--- src/rtl/idle_persist_pkg.sv ---
package idle_persist_pkg;
  localparam int unsigned ADDR_W = 8;
  localparam int unsigned DATA_W = 8;
  localparam logic [ADDR_W-1:0] ADDR_STAT = 8'h10;
  localparam logic [ADDR_W-1:0] ADDR_IEN  = 8'h12;
  localparam logic [ADDR_W-1:0] ADDR_ISTS = 8'h13;
  localparam int unsigned IDLE_BIT = 5;
  localparam int unsigned IEN_BIT  = 4;
  localparam int unsigned ISTS_BIT = 4;
endpackage

--- src/rtl/idle_persist_filter.sv ---
module idle_persist_filter #(
  parameter int unsigned THRESH = 63
) (
  input  logic clk_i,
  input  logic rst_ni,
  input  logic stb_i,
  input  logic idle_i,
  output logic idle_o,
  output logic change_o
);
  localparam int unsigned CNT_W = $clog2(THRESH) + 1;
  localparam logic [CNT_W-1:0] LAST = CNT_W'(THRESH - 1);

  logic [CNT_W-1:0] cnt_q;
  logic             idle_q;
  logic             differ;

  assign differ   = stb_i && (idle_i != idle_q);
  assign change_o = differ && (cnt_q == LAST);
  assign idle_o   = idle_q;

  always_ff @(posedge clk_i or negedge rst_ni) begin
    if (!rst_ni) begin
      cnt_q  <= '0;
      idle_q <= 1'b0;
    end else if (stb_i) begin
      if (change_o) begin
        idle_q <= ~idle_q;
        cnt_q  <= '0;
      end else if (differ) begin
        cnt_q <= cnt_q + 1'b1;
      end else begin
        cnt_q <= '0;
      end
    end
  end


  cnt_bound_chk: assert property (@(posedge clk_i) disable iff (!rst_ni)
    cnt_q < CNT_W'(THRESH));


  flip_cause_chk: assert property (@(posedge clk_i) disable iff (!rst_ni)
    (idle_q != $past(idle_q)) |-> $past(stb_i && (idle_i != idle_q)));


  restart_chk: assert property (@(posedge clk_i) disable iff (!rst_ni)
    (stb_i && (idle_i == idle_q)) |=> (cnt_q == '0));


  hold_chk: assert property (@(posedge clk_i) disable iff (!rst_ni)
    !stb_i |=> $stable(cnt_q) && $stable(idle_q));
endmodule

--- src/rtl/idle_persist_regs.sv ---
module idle_persist_regs
  import idle_persist_pkg::*;
(
  input  logic              clk_i,
  input  logic              rst_ni,
  input  logic              change_i,
  input  logic              idle_i,
  input  logic              wr_i,
  input  logic              rd_i,
  input  logic [ADDR_W-1:0] addr_i,
  input  logic [DATA_W-1:0] wdata_i,
  output logic [DATA_W-1:0] rdata_o,
  output logic              irq_no
);
  logic ien_q;
  logic sts_q;
  logic unused_wdata;

  assign unused_wdata = ^{wdata_i[DATA_W-1:IEN_BIT+1], wdata_i[IEN_BIT-1:0]};

  always_ff @(posedge clk_i or negedge rst_ni) begin
    if (!rst_ni) begin
      ien_q <= 1'b0;
    end else if (wr_i && addr_i == ADDR_IEN) begin
      ien_q <= wdata_i[IEN_BIT];
    end
  end

  // a change of state beats a read-clear in the same cycle
  always_ff @(posedge clk_i or negedge rst_ni) begin
    if (!rst_ni) begin
      sts_q <= 1'b0;
    end else if (change_i && ien_q) begin
      sts_q <= 1'b1;
    end else if (rd_i && addr_i == ADDR_ISTS) begin
      sts_q <= 1'b0;
    end
  end

  always_comb begin
    rdata_o = '0;
    unique case (addr_i)
      ADDR_STAT: rdata_o[IDLE_BIT] = idle_i;
      ADDR_IEN:  rdata_o[IEN_BIT]  = ien_q;
      ADDR_ISTS: rdata_o[ISTS_BIT] = sts_q;
      default:   rdata_o = '0;
    endcase
  end

  assign irq_no = ~(ien_q & sts_q);


  sts_set_chk: assert property (@(posedge clk_i) disable iff (!rst_ni)
    (change_i && ien_q) |=> sts_q);


  sts_quiet_chk: assert property (@(posedge clk_i) disable iff (!rst_ni)
    (!sts_q && !(change_i && ien_q)) |=> !sts_q);


  rd_clr_chk: assert property (@(posedge clk_i) disable iff (!rst_ni)
    (rd_i && addr_i == ADDR_ISTS && !change_i) |=> !sts_q);


  ien_wr_chk: assert property (@(posedge clk_i) disable iff (!rst_ni)
    (wr_i && addr_i == ADDR_IEN) |=> (ien_q == $past(wdata_i[IEN_BIT])));
endmodule

--- src/rtl/idle_persist_det.sv ---
module idle_persist_det
  import idle_persist_pkg::*;
#(
  parameter int unsigned THRESH = 63
) (
  input  logic              clk_i,
  input  logic              rst_ni,
  input  logic              frame_stb_i,
  input  logic              frame_idle_i,
  input  logic              reg_wr_i,
  input  logic              reg_rd_i,
  input  logic [ADDR_W-1:0] reg_addr_i,
  input  logic [DATA_W-1:0] reg_wdata_i,
  output logic [DATA_W-1:0] reg_rdata_o,
  output logic              irq_no
);
  logic idle;
  logic change;

  idle_persist_filter #(.THRESH(THRESH)) filter_i (
    .clk_i    (clk_i),
    .rst_ni   (rst_ni),
    .stb_i    (frame_stb_i),
    .idle_i   (frame_idle_i),
    .idle_o   (idle),
    .change_o (change)
  );

  idle_persist_regs regs_i (
    .clk_i    (clk_i),
    .rst_ni   (rst_ni),
    .change_i (change),
    .idle_i   (idle),
    .wr_i     (reg_wr_i),
    .rd_i     (reg_rd_i),
    .addr_i   (reg_addr_i),
    .wdata_i  (reg_wdata_i),
    .rdata_o  (reg_rdata_o),
    .irq_no   (irq_no)
  );
endmodule

--- config.mk ---
export PLATFORM = sky130hd
export DESIGN_NAME = idle_persist_det
export DESIGN_NICKNAME = d
export VERILOG_FILES = /design/src/rtl/idle_persist_pkg.sv /design/src/rtl/idle_persist_filter.sv /design/src/rtl/idle_persist_regs.sv /design/src/rtl/idle_persist_det.sv
export SDC_FILE = /design/constraint.sdc
export NUM_CORES = 1
export LEC_CHECK = 0
export CELL_PAD_IN_SITES_DETAIL_PLACEMENT = 1
export CELL_PAD_IN_SITES_GLOBAL_PLACEMENT = 2
export CORE_UTILIZATION = 20
export CTS_CLUSTER_DIAMETER = 120
export DETAILED_ROUTE_END_ITERATION = 10
export PLACE_DENSITY = 0.76
export RECOVER_POWER = 100
export REMOVE_ABC_BUFFERS = 1
export SLEW_MARGIN = 40
export SYNTH_ARGS = -nofsm -noshare
export SYNTH_HDL_FRONTEND = slang
export SYNTH_SLANG_ARGS = --single-unit
--- constraint.sdc ---
create_clock -name clk_i -period 1.4 [get_ports clk_i]
set_input_delay 0.21 -clock clk_i [delete_from_list [all_inputs] [get_ports clk_i]]
set_output_delay 0.21 -clock clk_i [all_outputs]
set_load 0.02 [all_outputs]
==> PnR_summary.wiki <==
{| class="wikitable"
! Metric !! Value
|-
| Violations in the final reports || DRC, setup timing
|-
| Global-route wire length before repair || 2860 um
|-
| Pin count of the biggest net entering global routing || 11
|-
| Source-to-sink clock delay at the later pin of the worst-skew pair || 0.27 ns
|-
| Crit path DAT || 1.56 ns
|-
| Power density cells || 773 mW/mm^2
|-
| Fin. max-slew vios || 0
|-
| I/O pin total || 31
|-
| Placed wire-length estimate after detailed placement || 1210 um
|-
| Yosys Warn Count || 0
|-
| Floorplan die height || 57.5 um
|-
| Post-route antenna net violation count || 0
|-
| Final cell count without fillers || 125
|-
| Synth Area in Simple Gates || 21.5%
|-
| Post-synthesis sequential element count || 10
|-
| Start point of the critical path || filter_i.cnt_q[0]
|-
| TritonCTS clock tree || done
|-
| Bufs on Longest Clock Path || 2
|-
| Count of endpoints failing setup in the final report || 2
|-
| # DRC || 6
|-
| Pre-antenna DRT Iters || 8
|-
| Critical path startpoint category || flop
|-
| Top layer used by detailed routing || met4
|-
| VDD IR max || 0.530 mV
|-
| Htree depth || 1
|-
| Area of the die || 0.00331 sq mm
|-
| Routed via count || 578
|-
| Length of routed met3 wiring || 153 um
|-
| Count of max-cap constraint violations || 0
|-
| Outcome || finished with violations
|-
| Gr usage total || 11.4%
|-
| Required time of the critical path || 1.55 ns
|-
| Routed wl met2 || 824 um
|-
| Final global-route overflow total || 0
|-
| Synth area leaders || dfrtp_1 (41%), buf_4 (7.3%), xor2_1 (4.3%)
|-
| Worst Clk Skew || 0.00708 ns
|-
| Maximum achievable frequency || 0.711 GHz
|-
| Synth Area in XOR/XNOR || 5.68%
|-
| Final period demand of the worst path || 1.41 ns
|-
| Placement Setup Slack || -0.847 ns
|-
| Antenna Cells || 0
|-
| Total power || 0.788 mW
|-
| Wire length on met1 || 669 um
|-
| Flop2flop setup slack || -0.007 ns
|-
| Number of antenna violations at the first check in global routing || 0
|-
| Largest family of logic cells by synthesized area || simple AND/OR/NAND/NOR gates
|-
| Row count || 19
|-
| Die extent in x || 57.5 um
|-
| Highest net fanout along the worst path || 7
|-
| Routed length per instance || 13.4 um
|-
| RSZ-0062 raised after global routing || yes
|-
| Number of inserted filler cells in the final layout || 335
|-
| Number of port buffers || 17
|-
| Synth Area in Compound Gates || 14.0%
|-
| Post-layout worst setup margin || -0.00655 ns
|-
| Setup Crit Path Kind || reg -> reg
|-
| Total wirelength of the detailed-routed design || 1670 um
|-
| Detail-routed via count per cell || 4.62
|-
| Clk root buf || clkbuf_4
|-
| Reg-to-Reg Start || filter_i.cnt_q[0]
|-
| Number of distinct library cells after synthesis || 28
|-
| Total instance count after detailed placement || 120
|-
| Avg Inst Size Synth || 10.3 sq um
|-
| RePlAce Congestion || 0.724
|-
| Netlist area before placement || 617 sq um
|-
| Type of destination of the critical path || flop
|-
| Multiplexer share of the synthesized area || 5.07%
|-
| Post-Synthesis Cells || 60
|-
| Syn-to-layout area delta || 65.3%
|-
| Number of buffers inserted for hold repair after clock tree synthesis || 0
|-
| Top cell type's share of synthesized area || 40.6%
|-
| Total clock buffers created by CTS || 3
|-
| Number of DRC violations after detailed-routing iteration 0 || 18
|-
| Cell accounting for the most synthesized area || dfrtp_1
|-
| Adder-Cell Fraction of Synth Area || 4.06%
|-
| Leakage power || 0.472 nW
|-
| Final core occ || 36.0%
|-
| HP Class || in -> async
|-
| Vias in the first global route || 642
|-
| Number of nets at the end of the flow || 120
|-
| CTS clk-pin slew, worst paths || 0.07 ns
|-
| Initial core utilization || 21.8%
|-
| TritonCTS sink count || 10
|-
| Final design instance area without fill || 0.00102 sq mm
|-
| Final number of hold-violating endpoints || 0
|-
| Floorplan core area || 0.00283 sq mm
|-
| Period Utilization, post-route || 100%
|-
| Fraction of layout cells with a size suffix above 1 || 37.2%
|-
| Placed inst area || 897 sq um
|-
| Post-synthesis sequential area ratio || 40.6%
|}
-- through the flow --
stage / hold slack (ns) / setup TNS (ns)
after global routing: 0.366 / -0.474
final: 0.331 / -0.00963
after detailed placement: 0.511 / -3.52
after CTS: 0.280 / -0.0955
after floorplan: -0.0856 / -0.209
after global placement: 0.496 / -3.06
-- cell usage after synthesis, drive strengths merged --
cell type,count
a21oi,2
a22o,2
a31oi,3
a41oi,1
and3,1
buf,6
conb,1
dfrtp,10
ha,2
inv,2
mux2,1
mux2i,2
nand2,6
nand2b,2
nand3,2
nand3b,1
nand4b,2
nor2,2
nor3b,1
nor4,1
nor4b,2
o211a,1
o211ai,1
o21ai,1
o2bb2ai,1
xnor2,1
xor2,3
-- state kept, by name (all words and copies together), names as in the netlist --
name and flops:
filter_i.cnt_q 7, filter_i.idle_o 1, regs_i.ien_q 1, regs_i.sts_q 1
-- cell usage in the layout, fill, tap and decap left out, types with 2 or more instances in the layout --
cell type / synthesis / final
a21oi_1: 2 / 2
a22o_1: 2 / 2
a31oi_1: 3 / 3
buf_2: 0 / 2
buf_4: 6 / 12
buf_6: 0 / 3
clkbuf_2: 0 / 2
clkbuf_4: 0 / 3
clkdlybuf4s50_1: 0 / 5
conb_1: 1 / 6
dfrtp_1: 10 / 10
dlygate4sd2_1: 0 / 3
dlymetal6s2s_1: 0 / 2
mux2i_1: 2 / 2
nand2_1: 6 / 6
nand2b_1: 2 / 2
nand3_1: 2 / 2
nand4b_1: 2 / 2
nor2_1: 2 / 2
xor2_1: 3 / 2
-- where the power goes --
| part | leakage, nW | switching [mW] | internal, mW |
|---|---|---|---|
| Sequential | 0.135 | 0.0435 | 0.322 |
| Clock | 0.0138 | 0.0976 | 0.0993 |
| Combinational | 0.323 | 0.0981 | 0.127 |
| Total | 0.472 | 0.239 | 0.549 |
-- layout make-up --
| cell class | count | area (sq um) | area share (%) |
|---|---|---|---|
| clock buffers | 3 | 22.5 | 2.21 |
| flip-flops and latches | 10 | 250 | 24.5 |
| multi-input cells | 47 | 420 | 41.2 |
| inverters | 2 | 7.51 | 0.736 |
| well taps | 31 | 38.8 | 3.80 |
| repair buffers | 32 | 280 | 27.5 |
-- critical path, stage by stage, from the launching register on --
cell and delay [ns]:
dfrtp_1 0.39, inv_2 0.08, ha_4 0.12, nand4b_1 0.12, o211a_4 0.30, buf_6 0.12
a22o_1 0.17
-- repair_timing --
| action | CTS | global route |
|---|---|---|
| pin swaps | 9 | 7 |
| endpoints found under the setup margin | 11 | 12 |
| hold endpoints to repair | 0 | 0 |
| cloned | 0 | 0 |
| gates resized for setup | 36 | 12 |
| setup buffers | 0 | 2 |
-- path summary, 6_finish.rpt --
check                           depth (start not counted)           endpoint
worst max register to register                          6  filter_i.cnt_q[5]
max in group asynchronous                               1       regs_i.sts_q
worst min-delay path                                    1  filter_i.cnt_q[1]
min in group clk_i                                      6       regs_i.sts_q
worst max-delay path                                    6  filter_i.cnt_q[5]
worst min register to register                          1  filter_i.cnt_q[4]
-- layer usage --
metal | up-vias | track usage, %
met4 | 0 | 3.14
li1 | 273 | -
met2 | 26 | 19.6
met1 | 274 | 13.7
met5 | - | 0
met3 | 5 | 3.63
-- cells by family after synthesis --
group	after synthesis
buffers and inverters	8
adder cells (fa/ha/maj)	2
AND/OR/NAND/NOR	20
XOR/XNOR	4
flip-flops	10
AO/OA/AOI/OAI	12
multiplexers	3
other	1
Power figures use the tool's default switching activity.
